## config.mk

```make
export PLATFORM = sky130hd
export DESIGN_NAME = spi_dbuf_ctrl
export DESIGN_NICKNAME = d
export VERILOG_FILES = /design/src/rtl/spi_dbuf_pkg.sv /design/src/rtl/spi_bit_engine.sv /design/src/rtl/spi_flag_unit.sv /design/src/rtl/spi_dbuf_ctrl.sv
export SDC_FILE = /design/constraint.sdc
export NUM_CORES = 1
export LEC_CHECK = 0
export ABC_AREA = 1
export ABC_CLOCK_PERIOD_IN_PS = 1400
export BUFFER_PORTS_ARGS = -buffer_cell sky130_fd_sc_hd__buf_2
export CAP_MARGIN = 20
export CELL_PAD_IN_SITES_DETAIL_PLACEMENT = 0
export CELL_PAD_IN_SITES_GLOBAL_PLACEMENT = 1
export CORE_MARGIN = 4
export CORE_UTILIZATION = 36
export DETAILED_ROUTE_END_ITERATION = 10
export GPL_ROUTABILITY_DRIVEN = 0
export PLACE_DENSITY_LB_ADDON = 0.1
export SLEW_MARGIN = 20
export SYNTH_ARGS = -nofsm -noshare
export SYNTH_HDL_FRONTEND = slang
export SYNTH_HIERARCHICAL = 1
export SYNTH_SLANG_ARGS = --single-unit
```

## constraint.sdc

```tcl
create_clock -name clk -period 1.4 [get_ports clk]
set_input_delay 0.07 -clock clk [delete_from_list [all_inputs] [get_ports clk]]
set_output_delay 0.07 -clock clk [all_outputs]
set_load 0.01 [all_outputs]
```

## src/rtl/spi_dbuf_pkg.sv

```systemverilog
package spi_dbuf_pkg;
    // control register bit positions
    localparam int CTL_FAULT_CHK = 0;
    localparam int CTL_SS_OUT    = 1;
    localparam int CTL_HOST      = 4;
    localparam int CTL_TXIE      = 5;
    localparam logic [7:0] CTL_MASK = 8'h33;

    // status register bit positions
    localparam int STAT_RXF  = 7;
    localparam int STAT_TXE  = 5;
    localparam int STAT_MODF = 4;

    typedef struct packed {
        logic rxf;
        logic txe;
        logic modf;
    } flags_t;

    localparam flags_t FLAGS_RESET = '{rxf: 1'b0, txe: 1'b1, modf: 1'b0};
endpackage

```

## src/rtl/spi_bit_engine.sv

```systemverilog
module spi_bit_engine #(
    parameter int DATA_W = 8,
    parameter int DIV    = 4
) (
    input  logic              clk,
    input  logic              rst_n,
    input  logic              load_i,
    input  logic [DATA_W-1:0] load_data_i,
    input  logic              abort_i,
    input  logic              miso_i,
    output logic              busy_o,
    output logic              done_o,
    output logic [DATA_W-1:0] rx_o,
    output logic              sclk_o,
    output logic              mosi_o
);
    localparam int CNT_W = (DIV > 1) ? $clog2(DIV) : 1;
    localparam int BIT_W = $clog2(DATA_W + 1);
    localparam logic [CNT_W-1:0] DIV_LAST = CNT_W'(DIV - 1);
    localparam logic [BIT_W-1:0] BIT_LAST = BIT_W'(DATA_W - 1);

    typedef struct packed {
        logic              busy;
        logic              sclk;
        logic              samp;
        logic [CNT_W-1:0]  div;
        logic [BIT_W-1:0]  bits;
        logic [DATA_W-1:0] sh;
    } eng_t;

    eng_t q, d;
    logic done;

    always_comb begin
        d    = q;
        done = 1'b0;
        if (abort_i) begin
            d.busy = 1'b0;
            d.sclk = 1'b0;
            d.div  = '0;
            d.bits = '0;
        end else if (!q.busy) begin
            if (load_i) begin
                d.busy = 1'b1;
                d.sclk = 1'b0;
                d.div  = '0;
                d.bits = '0;
                d.sh   = load_data_i;
            end
        end else if (q.div == DIV_LAST) begin
            d.div = '0;
            if (!q.sclk) begin
                d.sclk = 1'b1;
                d.samp = miso_i;
            end else begin
                d.sclk = 1'b0;
                d.sh   = {q.sh[DATA_W-2:0], q.samp};
                if (q.bits == BIT_LAST) begin
                    done   = 1'b1;
                    d.busy = 1'b0;
                    d.bits = '0;
                end else begin
                    d.bits = q.bits + 1'b1;
                end
            end
        end else begin
            d.div = q.div + 1'b1;
        end
    end

    always_ff @(posedge clk or negedge rst_n) begin
        if (!rst_n) begin
            q <= '0;
        end else begin
            q <= d;
        end
    end

    assign busy_o = q.busy;
    assign done_o = done;
    assign rx_o   = {q.sh[DATA_W-2:0], q.samp};
    assign sclk_o = q.sclk;
    assign mosi_o = q.sh[DATA_W-1];

    // serial clock only toggles high while a transfer runs
    assert_sclk_rise_busy_R7: assert property (@(posedge clk) disable iff (!rst_n)
        $rose(q.sclk) |-> $past(q.busy));
    // bit counter never passes the last bit
    assert_bit_bound_R7: assert property (@(posedge clk) disable iff (!rst_n)
        q.bits <= BIT_LAST);
    // an abort leaves the serial clock low
    assert_abort_idle_R10: assert property (@(posedge clk) disable iff (!rst_n)
        abort_i |=> (!q.sclk && !q.busy));
endmodule

```

## src/rtl/spi_flag_unit.sv

```systemverilog
module spi_flag_unit
    import spi_dbuf_pkg::*;
(
    input  logic   clk,
    input  logic   rst_n,
    input  logic   stat_rd_i,
    input  logic   data_rd_i,
    input  logic   data_wr_i,
    input  logic   ctl_wr_i,
    input  logic   set_rxf_i,
    input  logic   set_txe_i,
    input  logic   set_modf_i,
    output flags_t flags_o,
    output logic   wr_ok_o
);
    typedef struct packed {
        flags_t f;
        flags_t arm;
    } fu_t;

    fu_t q, d;
    logic wr_ok;

    always_comb begin
        d     = q;
        wr_ok = data_wr_i && q.arm.txe;

        // follow-up accesses consume an armed flag
        if (data_rd_i && q.arm.rxf) begin
            d.f.rxf   = 1'b0;
            d.arm.rxf = 1'b0;
        end
        if (wr_ok) begin
            d.f.txe   = 1'b0;
            d.arm.txe = 1'b0;
        end
        if (ctl_wr_i && q.arm.modf) begin
            d.f.modf   = 1'b0;
            d.arm.modf = 1'b0;
        end

        // a status read arms every flag it sees at 1
        if (stat_rd_i) begin
            if (q.f.rxf)  d.arm.rxf  = 1'b1;
            if (q.f.txe)  d.arm.txe  = 1'b1;
            if (q.f.modf) d.arm.modf = 1'b1;
        end

        // hardware set events win over clears
        if (set_rxf_i)  d.f.rxf  = 1'b1;
        if (set_txe_i)  d.f.txe  = 1'b1;
        if (set_modf_i) d.f.modf = 1'b1;
    end

    always_ff @(posedge clk or negedge rst_n) begin
        if (!rst_n) begin
            q.f   <= FLAGS_RESET;
            q.arm <= '0;
        end else begin
            q <= d;
        end
    end

    assign flags_o = q.f;
    assign wr_ok_o = wr_ok;

    assert_rxf_set_src_R2: assert property (@(posedge clk) disable iff (!rst_n)
        $rose(q.f.rxf) |-> $past(set_rxf_i));
    assert_rxf_clear_seq_R3: assert property (@(posedge clk) disable iff (!rst_n)
        $fell(q.f.rxf) |-> $past(data_rd_i));
    assert_txe_clear_seq_R4: assert property (@(posedge clk) disable iff (!rst_n)
        $fell(q.f.txe) |-> $past(data_wr_i));
    assert_modf_clear_seq_R9: assert property (@(posedge clk) disable iff (!rst_n)
        $fell(q.f.modf) |-> $past(ctl_wr_i));
endmodule

```

## src/rtl/spi_dbuf_ctrl.sv

```systemverilog
module spi_dbuf_ctrl
    import spi_dbuf_pkg::*;
#(
    parameter int DATA_W = 8,
    parameter int DIV    = 4
) (
    input  logic              clk,
    input  logic              rst_n,
    input  logic              stat_rd_i,
    input  logic              data_rd_i,
    input  logic              data_wr_i,
    input  logic              ctl_wr_i,
    input  logic [DATA_W-1:0] wdata_i,
    output logic [7:0]        status_o,
    output logic [DATA_W-1:0] rxdata_o,
    output logic [7:0]        ctl_o,
    output logic              tx_irq_o,
    output logic              sclk_o,
    output logic              mosi_o,
    input  logic              miso_i,
    output logic              ss_n_o,
    input  logic              ss_n_i
);
    typedef struct packed {
        logic [7:0]        ctl;
        logic [DATA_W-1:0] txbuf;
        logic [DATA_W-1:0] rxbuf;
    } top_t;

    top_t q, d;

    flags_t            flags;
    logic              wr_ok;
    logic              host;
    logic              fault_gate;
    logic              set_modf;
    logic              load;
    logic              eng_busy;
    logic              eng_done;
    logic [DATA_W-1:0] eng_rx;

    always_comb begin
        host       = q.ctl[CTL_HOST];
        fault_gate = host && q.ctl[CTL_FAULT_CHK] && !q.ctl[CTL_SS_OUT];
        set_modf   = fault_gate && !ss_n_i;
        load       = host && !flags.txe && !eng_busy && !set_modf;

        d = q;
        if (ctl_wr_i) begin
            d.ctl = wdata_i[7:0] & CTL_MASK;
        end
        if (set_modf) begin
            d.ctl[CTL_HOST] = 1'b0;
        end
        if (wr_ok) begin
            d.txbuf = wdata_i;
        end
        if (eng_done) begin
            d.rxbuf = eng_rx;
        end
    end

    always_ff @(posedge clk or negedge rst_n) begin
        if (!rst_n) begin
            q <= '0;
        end else begin
            q <= d;
        end
    end

    spi_flag_unit u_flags (
        .clk        (clk),
        .rst_n      (rst_n),
        .stat_rd_i  (stat_rd_i),
        .data_rd_i  (data_rd_i),
        .data_wr_i  (data_wr_i),
        .ctl_wr_i   (ctl_wr_i),
        .set_rxf_i  (eng_done),
        .set_txe_i  (load),
        .set_modf_i (set_modf),
        .flags_o    (flags),
        .wr_ok_o    (wr_ok)
    );

    spi_bit_engine #(
        .DATA_W (DATA_W),
        .DIV    (DIV)
    ) u_engine (
        .clk         (clk),
        .rst_n       (rst_n),
        .load_i      (load),
        .load_data_i (q.txbuf),
        .abort_i     (set_modf),
        .miso_i      (miso_i),
        .busy_o      (eng_busy),
        .done_o      (eng_done),
        .rx_o        (eng_rx),
        .sclk_o      (sclk_o),
        .mosi_o      (mosi_o)
    );

    always_comb begin
        status_o            = 8'h00;
        status_o[STAT_RXF]  = flags.rxf;
        status_o[STAT_TXE]  = flags.txe;
        status_o[STAT_MODF] = flags.modf;
    end

    assign rxdata_o = q.rxbuf;
    assign ctl_o    = q.ctl;
    assign tx_irq_o = flags.txe && q.ctl[CTL_TXIE];
    assign ss_n_o   = !(q.ctl[CTL_SS_OUT] && host && eng_busy);

    // fault flag only rises under the gating combination
    assert_modf_gate_R8: assert property (@(posedge clk) disable iff (!rst_n)
        $rose(flags.modf) |-> $past(fault_gate));
    // host mode is gone when the fault flag appears
    assert_modf_drops_host_R10: assert property (@(posedge clk) disable iff (!rst_n)
        $rose(flags.modf) |-> !q.ctl[CTL_HOST]);
    // transmit-empty only returns once the shifter has taken the byte
    assert_txe_refill_R6: assert property (@(posedge clk) disable iff (!rst_n)
        $rose(flags.txe) |-> eng_busy);
    // received byte changes only at the end of a transfer
    assert_rx_stable_R2: assert property (@(posedge clk) disable iff (!rst_n)
        !$past(eng_done) |-> $stable(q.rxbuf));
endmodule

```

# [Yosys cells after proc, flatten, opt, wreduce, memory -nomap -nowiden]
# Index checks and enable logic that the tools add are counted.
[word_totals] word_cells=89 reg_bits=43 output_inout_bits=28 inputBits=16
[op_classes] muxes=35 bitwise=2 add_sub_neg=2 reduce_logical=28 n_eq_ne=6
[op_table] operator="$mux W14" n=2
[op_table] operator="$mux W12" n=2
[op_table] operator="$mux W1" n=22
[op_table] operator="$logic_and A1 B1 Y1" n=12
[op_table] operator="$reduce_bool A2 Y1" n=5
[op_table] operator="$mux W2" n=4
[op_table] operator="$reduce_and A4 Y1" n=2
[op_table] operator="$logic_not A1 Y1" n=6
[op_table] operator="$mux W3" n=2
[op_table] operator="$mux W6" n=1
[op_table] operator="$ne A3 B3 Y1 const B" n=2
[op_table] operator="$mux W5" n=1
[op_table] operator="$add A4 B1 Y4 const B" n=1
[op_table] operator="$eq A4 B3 Y1 const B" n=1
[op_table] operator="$mux W4" n=1
[op_table] operator="$ne A2 B2 Y1 const B" n=2
[op_table] operator="$reduce_and A3 Y1" n=1
[op_table] operator="$reduce_bool A3 Y1" n=1
[op_table] operator="$add A2 B1 Y2 const B" n=1
[op_table] operator="$eq A2 B2 Y1 const B" n=1
[op_table] operator="$not A1 Y1" n=2
[op_table] operator="$reduce_and A2 Y1" n=1

# [Depth between registers and ports, before layout]
# Gate-level depths: netlist of run 1.
[logic_depth] depth_word=8 mapped_depth=11 depth_no_buf=10

# [Modules after synthesis]
# Netlist of run 1, hierarchy kept.
[modules_own_cells] mod="spi_bit_engine" instances=1 seq_area_each_um2=425.4 area_each_um2=1001.0 cells_per_inst=120
[modules_own_cells] mod="spi_dbuf_ctrl" instances=1 seq_area_each_um2=500.5 area_each_um2=992.2 cells_per_inst=120
[modules_own_cells] mod="spi_flag_unit" instances=1 seq_area_each_um2=151.4 area_each_um2=260.2 cells_per_inst=31

# [Least setup slack after synthesis of run 1]
# Ideal clock, no wire load.
[synth_path] kind="reg-to-reg" startpoint="reg u_engine/q[8] (netlist bit)" endpoint="reg q (netlist bit rxdata_o[5])" t_required_ns=1.274 stages_incl_launch_ff=8 path_slack_ns=-0.018 period_less_slack_ns=1.418 n_path_buf=1 setup_ns=0.126 t_arrival_ns=1.292 cell_sequence="dfrtp_1 > ha_1 > nand2_1 > nor2_1 > nand3_1 > nor2_1 > buf_6 > o21ai_0"
[synth_between] elab_chain_cells=6
[synth_lines] item="from (decl)" line="spi_bit_engine.sv:31" source="eng_t q, d;"
[synth_lines] item="from (signal assigned)" line="spi_bit_engine.sv:73" source="q <= '0;"
[synth_lines] item="from (signal assigned)" line="spi_bit_engine.sv:75" source="q <= d;"
[synth_lines] item="$eq A4 B3 Y1" line="spi_bit_engine.sv:58" source="if (q.bits == BIT_LAST) begin"
[synth_lines] item="$mux W1" line="spi_bit_engine.sv:58"
[synth_lines] item="$mux W1" line="spi_bit_engine.sv:52" source="if (!q.sclk) begin"
[synth_lines] item="$mux W1" line="spi_bit_engine.sv:50" source="end else if (q.div == DIV_LAST) begin"
[synth_lines] item="$mux W1" line="spi_bit_engine.sv:42" source="end else if (!q.busy) begin"
[synth_lines] item="$mux W1" line="spi_bit_engine.sv:37" source="if (abort_i) begin"
[synth_lines] item="via eng_done" line="spi_dbuf_ctrl.sv:39" source="logic eng_done;"
[synth_lines] item="to (signal assigned)" line="spi_dbuf_ctrl.sv:65" source="q <= '0;"
[synth_lines] item="to (signal assigned)" line="spi_dbuf_ctrl.sv:67" source="q <= d;"
[synth_lines] item="to (decl)" line="spi_dbuf_ctrl.sv:30" source="top_t q, d;"
# The timed path passes the listed nets, and every way through them passes these cells.
# A chain may end at the register's enable or synchronous reset.

# [Worst setup path in the final report of run 1]
[layout_path] startpoint="reg q (netlist bit ctl_o[1])" endpoint="reg u_engine/q[10] (netlist bit)"
[layout_between] elab_chain_cells=7 elab_cells_between_ends=10 classes_between="2 x eq/ne; 1 x mux; 7 x reduce/logical"
[layout_lines] item="$logic_not A1 Y1 *" line="spi_dbuf_ctrl.sv:44" source="fault_gate = host && q.ctl[CTL_FAULT_CHK] && !q.ctl[CTL_SS_OUT];"
[layout_lines] item="$logic_and A1 B1 Y1 *" line="spi_dbuf_ctrl.sv:44"
[layout_lines] item="$logic_and A1 B1 Y1 *" line="spi_dbuf_ctrl.sv:45" source="set_modf = fault_gate && !ss_n_i;"
[layout_lines] item="via set_modf" line="spi_dbuf_ctrl.sv:36" source="logic set_modf;"
[layout_lines] item="$logic_not A1 Y1" line="spi_dbuf_ctrl.sv:46" source="load = host && !flags.txe && !eng_busy && !set_modf;"
[layout_lines] item="$logic_and A1 B1 Y1" line="spi_dbuf_ctrl.sv:46"
[layout_lines] item="$reduce_bool A3 Y1 (no source line)"
[layout_lines] item="$reduce_and A3 Y1 (no source line)"
# Mark *: on every way through the listed nets, which the timed path passes. The rest lies on a longest branch.

==> results of run 1 <==
cell type report:
cell class              instances  area [µm²]
clock buffers                   6       72.57
inverters                      38       142.6
clock inverters                 2       12.51
repair buffers                 67       488.0
well taps                      75       93.84
fillers                       606        3188
flip-flops and latches         43        1077
multi-input cells             162       915.9
Yosys cell counts (all sizes together):
cell	number
nand2	77
dfrtp	42
o21ai	39
inv	38
buf	37
nor2	14
or2	8
nand3	7
a21oi	3
ha	2
conb	1
dfstp	1
nand4	1
nor3b	1
cell families (layout without fill, tap and decap cells):
family | Yosys count | after routing | share of synthesized area (%)
compound gates | 42 | 42 | 10.83
fa+ha+maj | 2 | 2 | 1.110
buf+inv | 75 | 113 | 19.21
flops | 43 | 43 | 47.81
other cells | 1 | 9 | 0.1664
simple gates | 108 | 109 | 20.88
state kept, by name, summed over array words and instances, names as in the netlist, 3 cells and up:
register         count
u_engine/q           6
u_engine/rx_o        8
ctl_o                4
q                    8
u_flags/flags_o      3
u_flags/q            3
rxdata_o             8
final timing paths:
check                                         endpoint  slack [ns]  depth (start not counted)
max reg2reg                 u_engine/q[10]$_DFFE_PN0P_        0.01                          9
min                                   q[9]$_DFFE_PN0P_       0.008                          3
min in group asynchronous            q[10]$_DFFE_PN0P_        0.24                          2
max in group asynchronous   u_engine/q[10]$_DFFE_PN0P_        0.65                          3
min reg2reg                u_engine/mosi_o$_DFFE_PN0P_        0.50                          2
max                         u_engine/q[10]$_DFFE_PN0P_        0.01                          9
where the power goes:
part,total (W),internal (W),switching [W]
clock,0.000801,0.000350,0.000451
combinational,0.00217,0.000953,0.00122
sequential,0.00205,0.00172,0.000338
tightest hold or removal path: cells and delay by family:
kind            cells  cell delay (ns)
buf+inv             1             0.10
compound gates      1             0.06
simple gates        1             0.05
repair_timing:
action,CTS,global route
gates resized for setup,4,43
setup endpoints to repair,11,23
setup buffers,0,5
pin swaps,1,8
gates cloned,1,1
endpoints found under the hold margin,23,0
hold buffers,8,0
metrics by stage:
stage	utilization (%)	setup TNS [ns]	power, W	cells	hold WS, ns
finish	46.78	0	0.005026	393	0.007562
global route	46.78	-1.006	0.005452	393	0.02662
CTS	43.78	0	0.004837	387	0.003672
detailed placement	40.60	-0.1470	0.003936	370	0.04566
global placement	40.60	-0.1174	0.003928	370	0.04285
floorplan	-	0	0.003545	279	-0.2256
per-layer routing:
layer / vias up / wire length, µm / part of all wire, % / global-route usage [%]
li1: 889 / - / - / -
met1: 802 / 2326 / 48 / 18.15
met2: 44 / 2142 / 44 / 20.08
met3: 6 / 303 / 6.3 / 3.406
met4: 0 / 63 / 1.3 / 4.603
met5: - / 0 / 0 / 0
==> metrics.csv, run 1 <==
metric,value,unit
CTS Buf Count,5,
reg-to-reg critical path startpoint,ctl_o[1]$_DFFE_PN0P_,
vias in the first global route,1670,
Final min period,1.390,ns
Via-to-Cell Ratio,4.430,
crit-path leading delay family,simple AND/OR/NAND/NOR gates,
CTS tree,done,
Worst Path Arrival,1.57,ns
layout cells sized above 1,39.31,%
crit path kind,reg2reg,
Clock Pin Slew Worst Setup and Hold Paths,0.09,ns
largest net degree at the start of global routing,27,
Netlist cell types,23,
DR iter-0 viols,27,
clk_lat worst skew,0.30,ns
area grow syn2layout,24.38,%
Worst IR Drop VDD,0.7258,mV
Worst setup SP type,register,
Synth Cell Area,2253,µm²
CP max stage delay,0.40,ns
residual DRC count,0,
Synth Register Bits,43,
outcome,completed,
Hold Path Class,in2reg,
Crit. End Element,register,
core box area,5991,µm²
first-pass GRT wire length,7.810,mm
"top cells by area, synth","dfrtp_1 (47%), nand2_1 (12%), buf_4 (11%)",
RSZ-0062 raised after global routing,true,
max-slew violations,0,
gr usage total,13.19,%
CP max stage cell,dfrtp_1,
# H-tree levels,2,
Row Count,28,
post-synthesis sequential area ratio,47.81,%
ANT nets after route,0,
first-pass detailed-route iteration total,4,
syn_area_per_cell,8.315,µm²
initial core utilization,37.61,%
Max Clock Freq,719.3,MHz
Nets,335,
yosys warns,6,
worst path cell trace,"inv_2, nand2_2, nor2_4, buf_6, nor2_1, nand2_1, nand2_2, nor2_4, o21ai_0",
"Req. time, crit path",1.58,ns
Final Skew,0.01105,ns
Routed wire per std cell,12.31,µm
final hold vios,0,
Final HPWL DP,3.233,mm
DR vias,1741,
Final Instance Area,2803,µm²
hold_sp,wdata_i[1],
I/O Buffers,34,
worst-path fanout max,6,
Max-Cap Viols,0,
grt ovf,0,
Die Wd,87.12,µm
leakage power,1.446,nW
PwrDens,1793,nW/µm²
die height,87.12,µm
Critical Path Source,ctl_o[1]$_DFFE_PN0P_,
Post-Place Cell Area,2432,µm²
IO Count,44,
"Worst Setup Slack, final",0.009690,ns
Yosys top cell by area,dfrtp_1,
top-area cell type share of the netlist area,46.64,%
drt total wl,4.836,mm
full die area,7589,µm²
initial antenna violation count,0,
"commonest cells after routing, fill and taps aside","nand2_1 (60), dfrtp_1 (42), inv_1 (34), buf_2 (34), buf_4 (20)",
pre-CTS setup slack,-0.04534,ns
final setup fails,0,
"commonest non-fill, non-tap cell in the layout",nand2_1,
Worst Path Buf+Inv,2,
synthesized netlist cell count,271,
antenna cell count,0,
CTS Buffer Depth,2,
crit share post-route,99.31,%
clock root buffer,clkbuf_8,
clk sinks,43,
(Power assumes the default switching activity.)
==> run 2: changes to the inputs <==
ABC_AREA = default   (was 1)
CORE_UTILIZATION = 38   (was 36)
SYNTH_HIERARCHICAL = default   (was 1)
==> run 2 against run 1 <==
  * Power is 0.29% higher
  * Non-clock buffer count grew 12
  * Cell area rose by 1.7%
  * First-iteration DRC count rose to 2.7 times the previous value
  * Largest cell class unchanged
  * The flow now finishes with violations (negative setup slack)
  * Sequential power decreased by 2%
==> metrics.csv, run 2 <==
metric,value,unit
outcome,"finished, violations left",
failing checks,negative setup slack,
Synth Area in Adders,1.202,%
final hold vios,0,
hold_sp,miso_i,
Synth Register Bits,43,
Synth Cell Area,2082,µm²
CTS Buffer Depth,2,
Worst Path Arrival,1.78,ns
"Req. time, crit path",1.58,ns
Routed wire per std cell,15.10,µm
Max-Cap Viols,0,
clock root buffer,clkbuf_8,
Final min period,1.596,ns
post-synthesis mux area share,19.95,%
Die Wd,82.02,µm
DR iter-0 viols,72,
Compound-Gate Fraction of Synth Area,6.250,%
die height,82.02,µm
Critical Path Source,u_engine.q[12]$_DFFE_PN0P_,
area grow syn2layout,36.84,%
syn_area_per_cell,12.10,µm²
Worst setup SP type,register,
layout cells sized above 1,57.81,%
Post-synth EDFFs,0,
leakage power,1.377,nW
# H-tree levels,2,
sequential share of power,39.8,%
residual DRC count,0,
P_int,0.003474,W
DR vias,1436,
Post-synth top cells,"dfrtp_1 (42), mux2_2 (36), buf_4 (24), nand2_1 (10), nand3_1 (9)",
Worst Path Buf+Inv,2,
CP max stage delay,0.40,ns
power share of the clock group,19.1,%
Yosys top cell by area,dfrtp_1,
post-synthesis sequential area ratio,51.74,%
Clock Pin Slew Worst Setup and Hold Paths,0.08,ns
I/O Buffers,34,
crit share post-route,114.0,%
Final HPWL DP,3.254,mm
Via-to-Cell Ratio,4.678,
Hold Path Class,in2reg,
grt ovf,0,
gr usage total,14.68,%
clk_lat worst skew,0.29,ns
"Worst Setup Slack, final",-0.1958,ns
crit-path leading delay family,flip-flops,
drt total wl,4.636,mm
initial core utilization,40.00,%
ys async rst share,100.0,%
Post-synth top flop,dfrtp_1,
first-pass detailed-route iteration total,4,
RSZ-0062 raised after global routing,true,
Post-Synth XOR/XNOR Area,0.4207,%
CTS tree,done,
combinational share of power,41.1,%
synthesized netlist cell count,172,
crit path kind,reg2reg,
initial antenna violation count,0,
main combinational cell family by area after synthesis,multiplexers,
Netlist cell types,34,
post-synthesis simple-gate area fraction,9.255,%
Worst IR Drop VDD,0.9211,mV
top-count cell post-synth,dfrtp_1,
"commonest cells after routing, fill and taps aside","dfrtp_1 (41), buf_2 (34), buf_4 (28)",
final setup fails,21,
"commonest non-fill, non-tap cell in the layout",dfrtp_1,
ANT nets after route,0,
Final Skew,0.005027,ns
max-slew violations,0,
core box area,5205,µm²
"top cells by area, synth","dfrtp_1 (50%), mux2_2 (19%), buf_4 (8.7%)",
vias in the first global route,1533,
switching power,0.001567,W
largest net degree at the start of global routing,44,
Sw Share,31.08,%
Row Count,26,
yosys warns,0,
IO Count,44,
Final Core Density,54.74,%
reg-to-reg critical path startpoint,u_engine.q[12]$_DFFE_PN0P_,
CP max stage cell,dfrtp_1,
Nets,254,
first-pass GRT wire length,7.383,mm
Crit. End Element,register,
top-area cell type share of the netlist area,50.48,%
CTS Buf Count,5,
worst path cell trace,"ha_4, buf_4, nand3_1, a21oi_4, buf_12, mux2_4",
full die area,6727,µm²
antenna cell count,0,
pre-CTS setup slack,-0.2139,ns
Max Clock Freq,626.6,MHz
worst-path fanout max,8,
clk sinks,43,
PwrDens,1769,nW/µm²
-- run 2: cell types whose count changed after synthesis, sizes merged, moves of 9 or more --
cell,change
buf,-9
inv,-32
nand2,-67
mux2,+36
o21ai,-35
nor2,-12
-- run 2: cells by family (layout without fill, tap and decap cells) --
logic type / after synthesis / in the layout
simple gates: 33 / 33
fa+ha+maj: 2 / 2
mux: 37 / 37
xor+xnor: 1 / 1
flops: 43 / 43
buf+inv: 36 / 93
other cells: 1 / 9
compound gates: 19 / 19
-- run 2: layer usage --
metal / wire length [µm] / global-route usage (%) / part of all wire, % / vias to the layer above
met5: 0 / 0 / 0 / -
met4: 20 / 4.817 / 0.43 / 0
met3: 169 / 3.618 / 3.6 / 2
met2: 2479 / 25.53 / 53 / 24
met1: 1967 / 17.68 / 42 / 713
li1: - / - / - / 697
-- run 2: final timing paths --
check,to,slack (ns),cells past startpoint
max,u_engine.rx_o[3]$_DFFE_PN0P_,-0.20,6
min,u_engine.rx_o[0]$_DFFE_PN0P_,0.01,2
max reg2reg,u_engine.rx_o[3]$_DFFE_PN0P_,-0.20,6
min reg2reg,u_flags.flags_o[0]$_DFFE_PN0P_,0.50,1
max in group asynchronous,u_flags.flags_o[1]$_DFFE_PN1P_,0.87,3
min in group asynchronous,u_flags.q[2]$_DFF_PN0_,0.28,3
-- run 2: repair_timing --
action,in CTS,in global routing
endpoints found under the hold margin,49,0
hold buffers,7,0
pin swaps,9,10
setup buffers,8,6
setup endpoints to repair,20,24
gates resized for setup,22,17
-- run 2: layout make-up --
class	instances	area, µm²
clock buffer	5	68.82
clock inverter	3	43.79
fill	465	2356
inverter	6	22.52
multi-input combinational	101	963.4
sequential	43	1079
tap	70	87.58
timing repair buffer	79	584.3
-- run 2: per-stage QoR --
| stage | std cells | hold slack, ns | TNS [ns] | power [W] | instance area, µm² |
|---|---|---|---|---|---|
| 5_1_grt | 307 | 0.001843 | -3.958 | 0.005380 | 2849 |
| 4_1_cts | 305 | 0.003635 | -2.616 | 0.004933 | 2773 |
| 3_3_place_gp | 282 | 0.06165 | -2.791 | 0.003697 | 2435 |
| 2_1_floorplan | 180 | -0.2256 | -3.848 | 0.003127 | 2152 |
| 3_5_place_dp | 282 | 0.06484 | -3.152 | 0.003733 | 2435 |
| 6_report | 307 | 0.01348 | -2.558 | 0.005041 | 2849 |
-- run 2: power by group through the flow --
stage / Clock (W) / Sequential, W / Combinational (W)
2_1_floorplan: 0 / 0.00195 / 0.00118
3_5_place_dp: 0 / 0.00198 / 0.00175
3_3_place_gp: 0 / 0.00197 / 0.00173
4_1_cts: 0.00100 / 0.00199 / 0.00194
6_report: 0.000964 / 0.00201 / 0.00207
5_1_grt: 0.00105 / 0.00207 / 0.00226
